`config.mk`:
```
export PLATFORM = sky130hd
export DESIGN_NAME = slot_regbank_top
export DESIGN_NICKNAME = d
export VERILOG_FILES = /design/src/rtl/slot_regbank_pkg.sv /design/src/rtl/slot_port_fsm.sv /design/src/rtl/slot_bank.sv /design/src/rtl/slot_irq_route.sv /design/src/rtl/slot_regbank_top.sv
export SDC_FILE = /design/constraint.sdc
export NUM_CORES = 1
export LEC_CHECK = 0
export CAP_MARGIN = 5
export CORE_ASPECT_RATIO = 1.75
export CORE_MARGIN = 2
export CORE_UTILIZATION = 30
export CTS_CLUSTER_SIZE = 10
export DETAILED_ROUTE_END_ITERATION = 7
export DONT_BUFFER_PORTS = 1
export PLACE_DENSITY_LB_ADDON = 0.3
export SLEW_MARGIN = 20
export SYNTH_ARGS = -nofsm -noshare
export SYNTH_HDL_FRONTEND = slang
export SYNTH_HIERARCHICAL = 1
export SYNTH_SLANG_ARGS = --single-unit
```
`constraint.sdc`:
```
create_clock -name clk -period 2.25 [get_ports clk]
set_input_delay 0.1125 -clock clk [delete_from_list [all_inputs] [get_ports clk]]
set_output_delay 0.1125 -clock clk [all_outputs]
set_load 0.01 [all_outputs]
```
`src/rtl/slot_regbank_pkg.sv`:
```
package slot_regbank_pkg;
    localparam int IDX_W   = 8;
    localparam int OFS_W   = 6;
    localparam int DATA_W  = 8;
    localparam int PIN_W   = 6;
    localparam int EVT_W   = 4;
    localparam int SEL_W   = IDX_W - OFS_W;

    localparam logic [OFS_W-1:0] OFS_STAT = 6'h01;
    localparam logic [OFS_W-1:0] OFS_PWR  = 6'h02;
    localparam logic [OFS_W-1:0] OFS_CTRL = 6'h03;
    localparam logic [OFS_W-1:0] OFS_CHG  = 6'h04;
    localparam logic [OFS_W-1:0] OFS_ENA  = 6'h05;

    localparam int CTRL_IO_BIT = 5;
    localparam int PWR_OUT_BIT = 6;

    typedef enum logic {
        PORT_UNSET = 1'b0,
        PORT_SET   = 1'b1
    } port_state_e;

    function automatic logic [2:0] slots_for_cfg(input logic [1:0] code);
        logic [2:0] n;
        unique case (code)
            2'd0:    n = 3'd2;
            2'd1:    n = 3'd1;
            default: n = 3'd4;
        endcase
        return n;
    endfunction
endpackage

```
`src/rtl/slot_port_fsm.sv`:
```
module slot_port_fsm
    import slot_regbank_pkg::*;
(
    input  logic              clk,
    input  logic              rst_n,
    input  logic              bus_sel,
    input  logic              bus_wr,
    input  logic              bus_rd,
    input  logic [DATA_W-1:0] bus_wdata,
    output logic [IDX_W-1:0]  index_q,
    output port_state_e       state_q,
    output logic              acc_wr,
    output logic              acc_rd,
    output logic              idx_rd
);
    port_state_e state_d;

    // next-state logic
    always_comb begin
        state_d = state_q;
        unique case (state_q)
            PORT_UNSET: if (bus_wr && !bus_sel) state_d = PORT_SET;
            PORT_SET:   state_d = PORT_SET;
        endcase
    end

    // state register
    always_ff @(posedge clk) begin
        if (!rst_n) state_q <= PORT_UNSET;
        else        state_q <= state_d;
    end

    // index register
    always_ff @(posedge clk) begin
        if (!rst_n)                index_q <= '0;
        else if (bus_wr && !bus_sel) index_q <= bus_wdata;
    end

    // outputs
    always_comb begin
        acc_wr = 1'b0;
        acc_rd = 1'b0;
        idx_rd = bus_rd && !bus_sel;
        unique case (state_q)
            PORT_UNSET: begin
                acc_wr = 1'b0;
                acc_rd = 1'b0;
            end
            PORT_SET: begin
                acc_wr = bus_wr && bus_sel;
                acc_rd = bus_rd && bus_sel;
            end
        endcase
    end
endmodule

```
`src/rtl/slot_bank.sv`:
```
module slot_bank
    import slot_regbank_pkg::*;
(
    input  logic              clk,
    input  logic              rst_n,
    input  logic              active,
    input  logic              wr_en,
    input  logic              rd_en,
    input  logic [OFS_W-1:0]  offset,
    input  logic [DATA_W-1:0] wdata,
    input  logic [PIN_W-1:0]  pins,
    output logic [DATA_W-1:0] rdata,
    output logic [EVT_W-1:0]  chg_q,
    output logic [EVT_W-1:0]  ena_q,
    output logic              present
);
    logic [DATA_W-1:0] pwr_q;
    logic [DATA_W-1:0] ctrl_q;
    logic [PIN_W-1:0]  prev_q;
    logic [EVT_W-1:0]  edge_ev;
    logic [EVT_W-1:0]  chg_d;
    logic              io_mode;
    logic              det_now;
    logic              det_prev;
    logic              wr_ok;
    logic              clr_chg;

    assign io_mode  = ctrl_q[CTRL_IO_BIT];
    assign det_now  = pins[2] & pins[3];
    assign det_prev = prev_q[2] & prev_q[3];
    assign present  = active & det_now;
    assign wr_ok    = active & wr_en;
    assign clr_chg  = active & rd_en & (offset == OFS_CHG);

    // transitions per event class, mapping depends on card mode
    always_comb begin
        edge_ev[0] = pins[0] ^ prev_q[0];
        edge_ev[1] = ~io_mode & (pins[1] ^ prev_q[1]);
        edge_ev[2] = ~io_mode & (pins[5] ^ prev_q[5]);
        edge_ev[3] = det_now ^ det_prev;
    end

    always_comb begin
        if (!active) chg_d = '0;
        else         chg_d = (clr_chg ? '0 : chg_q) | (edge_ev & ena_q);
    end

    always_ff @(posedge clk) begin
        if (!rst_n) begin
            pwr_q  <= '0;
            ctrl_q <= '0;
            ena_q  <= '0;
            chg_q  <= '0;
            prev_q <= '0;
        end else begin
            prev_q <= pins;
            chg_q  <= chg_d;
            if (wr_ok) begin
                case (offset)
                    OFS_PWR:  pwr_q  <= wdata;
                    OFS_CTRL: ctrl_q <= wdata;
                    OFS_ENA:  ena_q  <= wdata[EVT_W-1:0];
                    default:  ;
                endcase
            end
        end
    end

    always_comb begin
        rdata = '0;
        if (active) begin
            case (offset)
                OFS_STAT: rdata = {1'b0, pwr_q[PWR_OUT_BIT], pins};
                OFS_PWR:  rdata = pwr_q;
                OFS_CTRL: rdata = ctrl_q;
                OFS_CHG:  rdata = {{(DATA_W-EVT_W){1'b0}}, chg_q};
                OFS_ENA:  rdata = {{(DATA_W-EVT_W){1'b0}}, ena_q};
                default:  rdata = '0;
            endcase
        end
    end
endmodule

```
`src/rtl/slot_irq_route.sv`:
```
module slot_irq_route
    import slot_regbank_pkg::*;
#(
    parameter int NUM_SLOTS = 4
) (
    input  logic [NUM_SLOTS*EVT_W-1:0] chg_vec,
    input  logic [DATA_W-1:0]          route_mask,
    output logic                       irq_pci,
    output logic                       irq_isa
);
    logic [EVT_W-1:0] any_evt;

    always_comb begin
        any_evt = '0;
        for (int s = 0; s < NUM_SLOTS; s++) begin
            any_evt = any_evt | chg_vec[s*EVT_W +: EVT_W];
        end
    end

    assign irq_pci = |(any_evt &  route_mask[EVT_W-1:0]);
    assign irq_isa = |(any_evt & ~route_mask[EVT_W-1:0]);
endmodule

```
`src/rtl/slot_regbank_top.sv`:
```
module slot_regbank_top
    import slot_regbank_pkg::*;
#(
    parameter int NUM_SLOTS = 4
) (
    input  logic                       clk,
    input  logic                       rst_n,
    input  logic [1:0]                 cfg_slots,
    input  logic [DATA_W-1:0]          route_mask,
    input  logic                       bus_sel,
    input  logic                       bus_wr,
    input  logic                       bus_rd,
    input  logic [DATA_W-1:0]          bus_wdata,
    output logic [DATA_W-1:0]          bus_rdata,
    input  logic [NUM_SLOTS*PIN_W-1:0] card_pins,
    output logic [NUM_SLOTS-1:0]       card_present,
    output logic                       irq_pci,
    output logic                       irq_isa
);
    logic [IDX_W-1:0]             index_q;
    port_state_e                  port_state;
    logic                         acc_wr;
    logic                         acc_rd;
    logic                         idx_rd;
    logic [2:0]                   slot_cnt;
    logic [NUM_SLOTS-1:0]         act;
    logic [NUM_SLOTS-1:0]         hit;
    logic [NUM_SLOTS*DATA_W-1:0]  bank_rd;
    logic [NUM_SLOTS*EVT_W-1:0]   chg_vec;
    logic [NUM_SLOTS*EVT_W-1:0]   en_vec;
    logic [DATA_W-1:0]            sel_data;
    logic [DATA_W-1:0]            rdata_q;
    logic                         port_unset;

    assign slot_cnt   = slots_for_cfg(cfg_slots);
    assign port_unset = (port_state == PORT_UNSET);

    slot_port_fsm u_port (
        .clk       (clk),
        .rst_n     (rst_n),
        .bus_sel   (bus_sel),
        .bus_wr    (bus_wr),
        .bus_rd    (bus_rd),
        .bus_wdata (bus_wdata),
        .index_q   (index_q),
        .state_q   (port_state),
        .acc_wr    (acc_wr),
        .acc_rd    (acc_rd),
        .idx_rd    (idx_rd)
    );

    for (genvar s = 0; s < NUM_SLOTS; s++) begin : g_bank
        assign act[s] = (3'(s) < slot_cnt);
        assign hit[s] = (index_q[IDX_W-1:OFS_W] == SEL_W'(s));

        slot_bank u_bank (
            .clk     (clk),
            .rst_n   (rst_n),
            .active  (act[s]),
            .wr_en   (acc_wr & hit[s]),
            .rd_en   (acc_rd & hit[s]),
            .offset  (index_q[OFS_W-1:0]),
            .wdata   (bus_wdata),
            .pins    (card_pins[s*PIN_W +: PIN_W]),
            .rdata   (bank_rd[s*DATA_W +: DATA_W]),
            .chg_q   (chg_vec[s*EVT_W +: EVT_W]),
            .ena_q   (en_vec[s*EVT_W +: EVT_W]),
            .present (card_present[s])
        );
    end

    always_comb begin
        sel_data = '0;
        for (int s = 0; s < NUM_SLOTS; s++) begin
            if (hit[s]) sel_data = bank_rd[s*DATA_W +: DATA_W];
        end
    end

    always_ff @(posedge clk) begin
        if (!rst_n) begin
            rdata_q <= '0;
        end else if (bus_rd) begin
            if (idx_rd)      rdata_q <= index_q;
            else if (acc_rd) rdata_q <= sel_data;
            else             rdata_q <= '0;
        end
    end

    assign bus_rdata = rdata_q;

    slot_irq_route #(.NUM_SLOTS(NUM_SLOTS)) u_irq (
        .chg_vec    (chg_vec),
        .route_mask (route_mask),
        .irq_pci    (irq_pci),
        .irq_isa    (irq_isa)
    );
endmodule

```
==> out/results.ini <==
[setup_path]
worstSetupStartpointType = register
max_stage_delay_ns = 0.51
cp_top_family = simple AND/OR/NAND/NOR gates
path_buf_inv = 0
required_ns = 2.61
crit_path_end_kind = register
path_cells = or3_2 > or2_2 > o22a_1 > a21oi_1 > mux2_2 > a222oi_1 > a21oi_1
worstPathMaxFanout = 9
slowest_stage = or3_2
critPathArrivalTime_ns = 2.52
cp_common_cell = a21oi_1
critPathKind = register to register

[finish]
final_common_cell = dfxtp_1
fin_nets = 846
syn_to_final_growth_pct = 23.1
final_cell_mix = 127 x dfxtp_1, 121 x mux2i_1, 88 x nor2b_1
fin_cells = 1112
layout-drive-gt1-share_pct = 17.6

[placement]
io_buffers = 0
dp_hpwl_um = 15000
dp_cells = 1045
gp_congestion = 0.856

[clocking]
numCtsBuffers = 17
post_cts_buffers = 0
clkLatencyLatePin_ns = 0.44
cts_max_level = 4
cts_buffer_depth = 2
clock-sinks = 133
clk_transition_reported_paths_ns = 0.06
tritoncts = done
clock-root-buffer = clkbuf_16

[sta]
final.period_utilization_pct = 95.7
relSlewSlack_pct = 36.5
hold_viol = 0
tns_ns = 0
finClkSkew_ns = 0.0108
slew_viol_final = 0
setup_viol = 0
fmax_ghz = 0.465
worst_pin_slew_ns = 0.949
min_period_ns = 2.15
grt_setup_unrepaired = no

[pwr]
powerDensity_nw_per_um2 = 704
irDropWorstVdd_uv = 507
leakagePower_nw = 2.96

[floorplan]
dieWidth_um = 119
die_y_um = 205
row_count = 73
core_area_um2 = 22700
ioPinCount = 61
dieArea_um2 = 24300
initial_core_util_pct = 30.5

[global_route]
grt_max_degree = 130
grt_first_pass_wirelength_um = 33200
grt_pass1_vias = 5679
grt_antenna_before_repair = 2
overflow = 0
grt_usage_pct = 18.3

[hold_path]
hold_path.class = input port to register

[synth]
synth_area_um2 = 6910
synthDistinctLibCells = 50
synth-warning-count = 6
synth_edf_count = 0
avgSynthCellArea_um2 = 9.47
synthCells = 730
ys.flop_type = dfxtp_1
async_reset_ff_share_pct = 0
yosysSeqAreaShare_pct = 38.5
ys_ff_latch = 133

[route]
dr.pass1.iters = 7
final_antenna_net_count = 0
vias = 5475
viasPerCell = 4.92
route.detailed.drc = 0
avgRoutedWirePerCell_um = 19.4
wl_um = 21600
drt_iter0_markers = 305

[status]
status = finished clean

[run]
cap_violations = 0

per-stage QoR:
stage          cell area (µm²)  total power [mW]  hold WS, ns  utilization, %  setup WS (ns)
2_1_floorplan             6930              2.79        0.234               -         0.0468
3_3_place_gp              7470              2.90        0.205            33.0        0.00402
3_5_place_dp              7470              2.90        0.208            33.0         0.0237
4_1_cts                   8460              6.04      0.00570            37.3        0.00357
5_1_grt                   8510              6.18       0.0417            37.6         0.0269
6_report                  8510              5.99       0.0229            37.6         0.0974
area by class of cell:
| type | count | area (µm²) |
|---|---|---|
| inverter | 3 | 11.3 |
| tap | 300 | 375 |
| multi-input combinational | 569 | 4130 |
| timing repair buffer | 74 | 683 |
| antenna | 1 | 2.50 |
| clock inverter | 13 | 179 |
| sequential | 133 | 2670 |
| fill | 2382 | 14100 |
| clock buffer | 19 | 453 |
cells in the mapped netlist, types with 3 or more instances:
cell type / number / area, µm²
buf_1: 3 / 11.3
or3_1: 4 / 25.0
and2_1: 20 / 125
o21ai_0: 12 / 60.1
o22a_1: 14 / 123
mux2_2: 22 / 248
clkbuf_1: 20 / 75.1
nor4_1: 4 / 25.0
or3_2: 3 / 22.5
and3_1: 10 / 62.6
mux2i_1: 121 / 1210
dfxtp_1: 133 / 2660
nand3_1: 13 / 65.1
xnor2_1: 8 / 70.1
nor2_1: 30 / 113
nand2b_1: 11 / 68.8
nor3_1: 7 / 35.0
xor2_1: 8 / 70.1
or4_4: 7 / 78.8
buf_6: 4 / 45.0
nor4_2: 3 / 37.5
nand2_1: 67 / 251
a222oi_1: 7 / 70.1
a21oi_1: 37 / 185
and3b_1: 3 / 26.3
a22oi_1: 21 / 158
nor3_4: 4 / 65.1
or2_2: 4 / 25.0
nor2b_1: 89 / 557
nor3_2: 3 / 30.0
inv_1: 3 / 11.3
nor3b_1: 13 / 97.6
report_power, final:
group | switching, mW | internal, mW
Clock | 1.09 | 1.90
Sequential | 0.0402 | 2.39
Combinational | 0.307 | 0.251
tightest hold or removal path: cells and delay by family:
kind                      cells  cell delay, ns
AOI/OAI and AO/OA             1            0.11
xor gates and xnor gates      1            0.10
and+or+nand+nor               2            0.09
cell families (layout without fill, tap and decap cells):
family	after synthesis	count (layout)	synth area share (%)
simple gates	303	303	25.9
mux	144	144	21.3
flops	133	133	38.5
compound gates	98	98	9.43
buf+inv	34	109	2.57
xor+xnor	16	16	2.03
fa+ha+maj	1	1	0.181
other cells	1	8	0.0543
final timing paths:
path / from / end / slack (ns) / depth (start not counted)
min: card_pins[13] / g_bank[2].u_bank/chg_q[1] / 0.02 / 4
max: u_port/index_q[5] / bus_rdata[3] / 0.1 / 7
max reg2reg: u_port/index_q[5] / bus_rdata[3] / 0.1 / 7
min reg2reg: u_port/state_q / u_port/state_q / 0.51 / 1
metal layers:
layer  track usage [%]  vias to the layer above  wire length (µm)
met3              3.62                       43               735
met2              34.3                      112             11600
li1                  -                     2718                 -
met5                 0                        -                 0
met1              18.9                     2602              8370
met4              9.65                        0               864
what timing repair did:
item / CTS / global route
gates resized for setup: 0 / 16
hold buffers: 34 / 0
endpoints found under the setup margin: 0 / 8
hold endpoints to repair: 133 / 0
state kept, by name (all words and copies together) (netlist names):
register,count
g_bank.u_bank/pwr_q,32
g_bank.u_bank/prev_q,20
g_bank.u_bank/ena_q,16
g_bank.u_bank/ctrl_q,32
u_port/state_q,1
g_bank.u_bank/chg_q,16
u_port/index_q,8
bus_rdata,8
Power figures use the tool's default switching activity.
